===== src/rtl/slot_err_pkg.sv =====
// Shared definitions for the slot status error counter.
// Assumes: four error indicators per slot, in a fixed bit order.
package slot_err_pkg;

    localparam int FLAG_W = 4;

    // Error indicators of one slot; bit0 is syntax error.
    typedef struct packed {
        logic tx_conflict;
        logic bound_viol;
        logic content_err;
        logic syntax_err;
    } slot_flags_t;

endpackage


===== src/rtl/slot_err_channel.sv =====
// One channel's tally. It captures a slot's fault flag at the boundary
// strobe and commits it on the next macrotick in a later cycle.
// Assumes: strobes are single-cycle pulses synchronous to clk.
module slot_err_channel
    import slot_err_pkg::*;
#(
    parameter int CNT_W = 16
) (
    input  logic             clk,
    input  logic             rst_n,
    input  logic             clear,
    input  logic             slot_end,
    input  logic             mt_tick,
    input  slot_flags_t      flags,
    output logic [CNT_W-1:0] count
);

    logic pending_q;
    logic faulty;
    logic commit;

    // Any indicator set marks the slot as faulty.
    assign faulty = flags.syntax_err | flags.content_err |
                    flags.bound_viol | flags.tx_conflict;

    // A pending slot commits on a tick or when a newer boundary displaces it.
    assign commit = pending_q & (mt_tick | slot_end);

    // Pending-slot register: capture at the boundary, drop on tick or clear.
    always_ff @(posedge clk) begin
        if (!rst_n || clear) begin
            pending_q <= 1'b0;
        end else if (slot_end) begin
            pending_q <= faulty;
        end else if (mt_tick) begin
            pending_q <= 1'b0;
        end
    end

    // Tally register: wraps naturally at its width.
    always_ff @(posedge clk) begin
        if (!rst_n || clear) begin
            count <= '0;
        end else if (commit) begin
            count <= count + 1'b1;
        end
    end

endmodule


===== src/rtl/slot_err_readport.sv =====
// Registered read multiplexer over all channel tallies.
// Assumes: channel c sits at byte offset BASE_ADDR + STRIDE*c.
module slot_err_readport #(
    parameter int NUM_CH    = 2,
    parameter int CNT_W     = 16,
    parameter int ADDR_W    = 8,
    parameter int BASE_ADDR = 'h24,
    parameter int STRIDE    = 2
) (
    input  logic                         clk,
    input  logic                         rst_n,
    input  logic                         rd_en,
    input  logic [ADDR_W-1:0]            rd_addr,
    input  logic [NUM_CH-1:0][CNT_W-1:0] counts,
    output logic [CNT_W-1:0]             rd_data
);

    logic [CNT_W-1:0] sel_val;

    // Address decode: unmapped offsets yield zero.
    always_comb begin
        sel_val = '0;
        for (int c = 0; c < NUM_CH; c++) begin
            if (rd_addr == ADDR_W'(BASE_ADDR + STRIDE * c)) begin
                sel_val = counts[c];
            end
        end
    end

    // Read data register: loads only on a read request.
    always_ff @(posedge clk) begin
        if (!rst_n) begin
            rd_data <= '0;
        end else if (rd_en) begin
            rd_data <= sel_val;
        end
    end

endmodule


===== src/rtl/slot_err_counter.sv =====
// Top of the slot status error counter: one tally per channel plus a
// read port. The run command clears every channel.
// Assumes: per-channel strobes are already synchronous to clk.
module slot_err_counter
    import slot_err_pkg::*;
#(
    parameter int NUM_CH    = 2,
    parameter int CNT_W     = 16,
    parameter int ADDR_W    = 8,
    parameter int BASE_ADDR = 'h24,
    parameter int STRIDE    = 2
) (
    input  logic                          clk,
    input  logic                          rst_n,
    input  logic                          run_cmd,
    input  logic [NUM_CH-1:0]             slot_end,
    input  logic [NUM_CH-1:0]             mt_tick,
    input  logic [NUM_CH-1:0][FLAG_W-1:0] slot_flags,
    input  logic                          rd_en,
    input  logic [ADDR_W-1:0]             rd_addr,
    output logic [CNT_W-1:0]              rd_data
);

    logic [NUM_CH-1:0][CNT_W-1:0] ch_count;

    // One independent tally per channel.
    for (genvar c = 0; c < NUM_CH; c++) begin : g_ch
        slot_err_channel #(
            .CNT_W (CNT_W)
        ) u_ch (
            .clk      (clk),
            .rst_n    (rst_n),
            .clear    (run_cmd),
            .slot_end (slot_end[c]),
            .mt_tick  (mt_tick[c]),
            .flags    (slot_flags_t'(slot_flags[c])),
            .count    (ch_count[c])
        );
    end

    slot_err_readport #(
        .NUM_CH    (NUM_CH),
        .CNT_W     (CNT_W),
        .ADDR_W    (ADDR_W),
        .BASE_ADDR (BASE_ADDR),
        .STRIDE    (STRIDE)
    ) u_rd (
        .clk     (clk),
        .rst_n   (rst_n),
        .rd_en   (rd_en),
        .rd_addr (rd_addr),
        .counts  (ch_count),
        .rd_data (rd_data)
    );

endmodule


===== config.mk =====
export PLATFORM = sky130hd
export DESIGN_NAME = slot_err_counter
export DESIGN_NICKNAME = d
export VERILOG_FILES = /design/src/rtl/slot_err_pkg.sv /design/src/rtl/slot_err_channel.sv /design/src/rtl/slot_err_readport.sv /design/src/rtl/slot_err_counter.sv
export SDC_FILE = /design/constraint.sdc
export NUM_CORES = 1
export LEC_CHECK = 0
export BUFFER_PORTS_ARGS = -buffer_cell sky130_fd_sc_hd__buf_2
export CELL_PAD_IN_SITES_DETAIL_PLACEMENT = 1
export CELL_PAD_IN_SITES_GLOBAL_PLACEMENT = 1
export CORE_MARGIN = 2
export CORE_UTILIZATION = 45
export CTS_BUF_LIST = sky130_fd_sc_hd__clkbuf_8
export CTS_CLUSTER_DIAMETER = 100
export DETAILED_ROUTE_END_ITERATION = 16
export PLACE_DENSITY = 0.89
export REMOVE_ABC_BUFFERS = 1
export SLEW_MARGIN = 20
export SYNTH_ARGS = -nofsm -noshare
export SYNTH_HDL_FRONTEND = slang
export SYNTH_SLANG_ARGS = --single-unit

===== constraint.sdc =====
create_clock -name clk -period 4.1 [get_ports clk]
set_input_delay 0.205 -clock clk [delete_from_list [all_inputs] [get_ports clk]]
set_output_delay 0.205 -clock clk [all_outputs]
set_load 0.005 [all_outputs]

# ---- Word-level counts from Yosys, hierarchy flattened
# Cells that the tools add are included.
# W data, S select, Z words.
dict set report totals {
  ff_bits 50
  output_inout_bits 16
  word_cells 29
}
dict set report classes {
  add_sub_neg 2
  n_eq_ne 2
  n_mux 6
  bitwise_logic 10
  n_reduce_logical 4
}
# operator n
set op_table {}
lappend op_table {{$add A16 B1 Y16 const B} 2}
lappend op_table {{$mux W16} 2}
lappend op_table {{$eq A8 B6 Y1 const B} 2}
lappend op_table {{$or A1 B1 Y1} 8}
lappend op_table {{$mux W1} 4}
lappend op_table {{$reduce_bool A2 Y1} 2}
lappend op_table {{$and A1 B1 Y1} 2}
lappend op_table {{$logic_not A1 Y1} 1}
lappend op_table {{$logic_or A1 B1 Y1} 1}

# ---- Logic depth before layout (Yosys ltp)
dict set report depth {
  word_depth 4
  depth_mapped 5
  mapped_depth_nobuf 5
}

# ---- By module
# Synthesis repeated with hierarchy kept, for this count alone.
dict set report hier_totals {
  hier_cells 257
  hier_area_um2 2502.4
}
# mod instances cells_per_inst area_each_um2 seq_area_each_um2
set by_module_without_submodules {}
lappend by_module_without_submodules {slot_err_channel 2 90 797.0 340.3}
lappend by_module_without_submodules {slot_err_readport 1 77 908.4 320.3}

# ---- Worst setup path before layout
# Ideal clock, no wire load.
dict set report synth_path {
  path_kind {flip-flop to flip-flop}
  start {register g_ch[1].u_ch.count[2]}
  end {register g_ch[1].u_ch.count[11]}
  setup_ps 70
  t_arrival_ps 1359
  required_time_ps 4030
  path_slack_ps 2671
  stages_incl_launch_ff 5
  n_path_buf 0
  period_less_slack_ps 1429
  path_cell_list {dfxtp_1 > nand3_2 > or3_4 > or3_1 > a21oi_1}
}
dict set report synth_via {
  elab_chain_len 1
}
# element line_no
set synth_lines {}
lappend synth_lines {{from (decl)} slot_err_channel.sv:15} ;# output logic [CNT_W-1:0] count
lappend synth_lines {{from (signal assigned)} slot_err_channel.sv:45} ;# count <= count + 1'b1;
lappend synth_lines {{$add A16 B1 Y16} slot_err_channel.sv:45}
# Every way passes these cells.
# A chain may end at the register's enable or synchronous reset.

# ---- Worst setup path in the final report
dict set report layout_path {
  start {register g_ch[1].u_ch.count[2]}
  end {register g_ch[1].u_ch.count[15]}
}
# Same word-level chain as after synthesis.

==> flow_metrics.tcl <==
set metrics [dict create \
    yosysWarnings 0 \
    cts_hold_buf 0 \
    clk_pin_slew_ps 80 \
    syn_area_um2 2310 \
    leakagePower_nw 0.974 \
    port_buffers 39 \
    ff_latch_area_um2 1000 \
    crit_buf_inv 0 \
    die_x_um 75.6 \
    dpl.cell_count 362 \
    r2r-start "g_ch[1].u_ch.count[2]" \
    ys_seq_area_share_pct 43.4 \
    cpMaxStageDelayCell "dfxtp_1" \
    layout-drive-gt1-share_pct 18.7 \
    cts_setup_buffers 0 \
    synth_cell_type_count 35 \
    io_pins 40 \
    critical_path.max_fanout 6 \
    synth_edf_count 0 \
    diodes 0 \
    antenna_left 0 \
    gp_congestion 0.765 \
    maxCapViolCount 0 \
    dp_hpwl_mm 4.11 \
    antenna_found_initial 0 \
    fin_crit_ps 1660 \
    worstMarginPinSlew_ps 813 \
    avgSynthCellArea_um2 8.81 \
    grt_pass1_wl_mm 9.58 \
    grt-ovfl-total 0 \
    worstPathRequired_ps 4330 \
    via_per_inst 5.39 \
    finalCritPeriodShare_pct 40.4 \
    grt_pass1_vias 2109 \
    cp-startpoint "g_ch[1].u_ch.count[2]" \
    die_h_um 75.6 \
    nFillCells 631 \
    rsz0062_at_grt "false" \
    reg2reg_depth 4 \
    grt_start_max_net_pins 34 \
    rows 26 \
    multi_input_area_um2 1200 \
    ir_worst_vdd_uv 207 \
    syn_to_final_growth_pct 14.8 \
    max_freq_mhz 604 \
    cts_resized 0 \
    final_util_pct 52.6 \
    crit_type "register to register" \
    finalHoldViolCount 0 \
    dr_total_vias 1996 \
    hold_path_depth 3 \
    arrival_ps 1890 \
    numCtsBuffers 5 \
    drc 0 \
    start_util_pct 45.8 \
    nets 325 \
    end_kind "register" \
    drtIter0Drc 67 \
    status "finished, final reports clean" \
    cts_tree "yes" \
    insertion_delay_ps 300 \
    hold_path.class "input port to register" \
    post_drt_wl_per_cell_um 15.1 \
    total_power_mw 0.822 \
    setup_viol 0 \
    syn_inst 262 \
    crit_chain "nand3_2 > or3_4 > or3_1 > a21oi_1" \
    dr.pass1.iters 4 \
    setup_tns_ps 0 \
    crit_family "simple AND/OR/NAND/NOR gates" \
    synthArstFlopShare_pct 0 \
    htreeDepth 2 \
    slew_viol_final 0 \
    clock_path_buffers 2 \
    clock_skew_ps 5.28 \
    cp-start-kind "register" \
    layoutNonFillerInstCount 370 \
    cts-root-buf "clkbuf_8" \
    drt-total-wl_mm 5.59 \
    path_depth 4 \
    ys_ff_latch 50 \
    cpPeakStageDelay_ps 470 \
    dieArea_um2 5720 \
    p_per_area_nw_per_um2 310 \
    track_usage_pct 22.0 \
    cts.sinks 50 \
    core_um2 5040 \
    synth-main-ff-cell "dfxtp_1" \
    max_slew_margin_pct 45.6 \
    hp-start "slot_flags[7]" \
]
[where the power goes]
group          leakage, nW  switching, mW  internal (mW)
clock network       0.0524          0.161          0.134
registers            0.403        0.00140          0.486
logic                0.519         0.0236         0.0156
[routing by layer]
metal  track usage [%]  up-vias  part of all wire (%)
li1                  -      992                     -
met1              25.4      972                    45
met2              40.6       27                    51
met3              4.89        5                   2.6
met4              6.04        0                   1.1
met5                 0        -                     0
[sequential cells by signal, summed over array words and instances, names as in the netlist]
name                 cells
g_ch.u_ch.pending_q      2
g_ch.u_ch.count         32
u_rd.rd_data            16
[tightest hold or removal path, cell delays in order]
cell,delay (ps)
buf_2,80
o41ai_1,60
a21oi_1,100
[through the flow]
step / worst slack, ps / hold WS, ps / area, um^2
floorplan: 2660 / 327 / 2270
global placement: 2370 / 477 / 2560
detailed placement: 2200 / 486 / 2560
CTS: 2440 / 176 / 2650
global route: 2340 / 197 / 2650
finish: 2440 / 171 / 2650
[path summary, 6_finish.rpt]
kind	slack [ps]	to
setup reg to reg	2440	g_ch[1].u_ch.count[15]
hold / removal	170	g_ch[1].u_ch.pending_q
hold reg to reg	500	g_ch[0].u_ch.count[15]
setup / recovery	2440	g_ch[1].u_ch.count[15]
[kinds of logic after synthesis]
group,count (synthesis),synth area share (%)
flops,50,43.4
fa+ha+maj,2,1.08
buf+inv,29,4.82
xor+xnor,18,6.83
simple gates,97,23.5
compound gates,48,12.6
mux,18,7.80
[synth_stat cells, drive strengths merged, types with 3 or more instances]
cell | instances | share of area, %
a21oi | 14 | 3.0
nor4 | 3 | 0.81
dfxtp | 50 | 43
mux2i | 18 | 7.8
nor2 | 22 | 3.6
xnor2 | 9 | 3.4
xor2 | 9 | 3.4
o22ai | 16 | 4.3
o21ai | 11 | 2.5
and4 | 4 | 1.5
inv | 19 | 3.1
and2 | 18 | 4.9
clkbuf | 8 | 1.3
nand4 | 8 | 2.4
nand3 | 10 | 2.4
or3 | 11 | 3.3
nand2 | 12 | 2.0
[cells in the final DEF, fill, tap and decap left out, types with 2 or more instances in the layout]
cell / n
dfxtp_1: 50
buf_2: 39
nor2_1: 22
inv_1: 20
mux2i_1: 18
and2_1: 18
o22ai_1: 16
a21oi_1: 14
nand2_1: 12
o21ai_0: 10
or3_1: 9
nand3_1: 9
xnor2_1: 9
xor2_1: 9
nand4_1: 7
clkbuf_8: 6
and4_1: 4
nor4_1: 3
nand2b_1: 2
o21a_1: 2
o41ai_1: 2
or3b_2: 2
nor3_1: 2
ha_1: 2
[layout make-up]
class / instances / share of cell area, %
Clock buffer: 6 / 3.12
Tap cell: 70 / 3.31
Multi-Input combinational cell: 183 / 45.1
Inverter: 19 / 2.69
Clock inverter: 2 / 0.331
Timing Repair Buffer: 40 / 7.65
Sequential cell: 50 / 37.8
(Power assumes the default switching activity.)
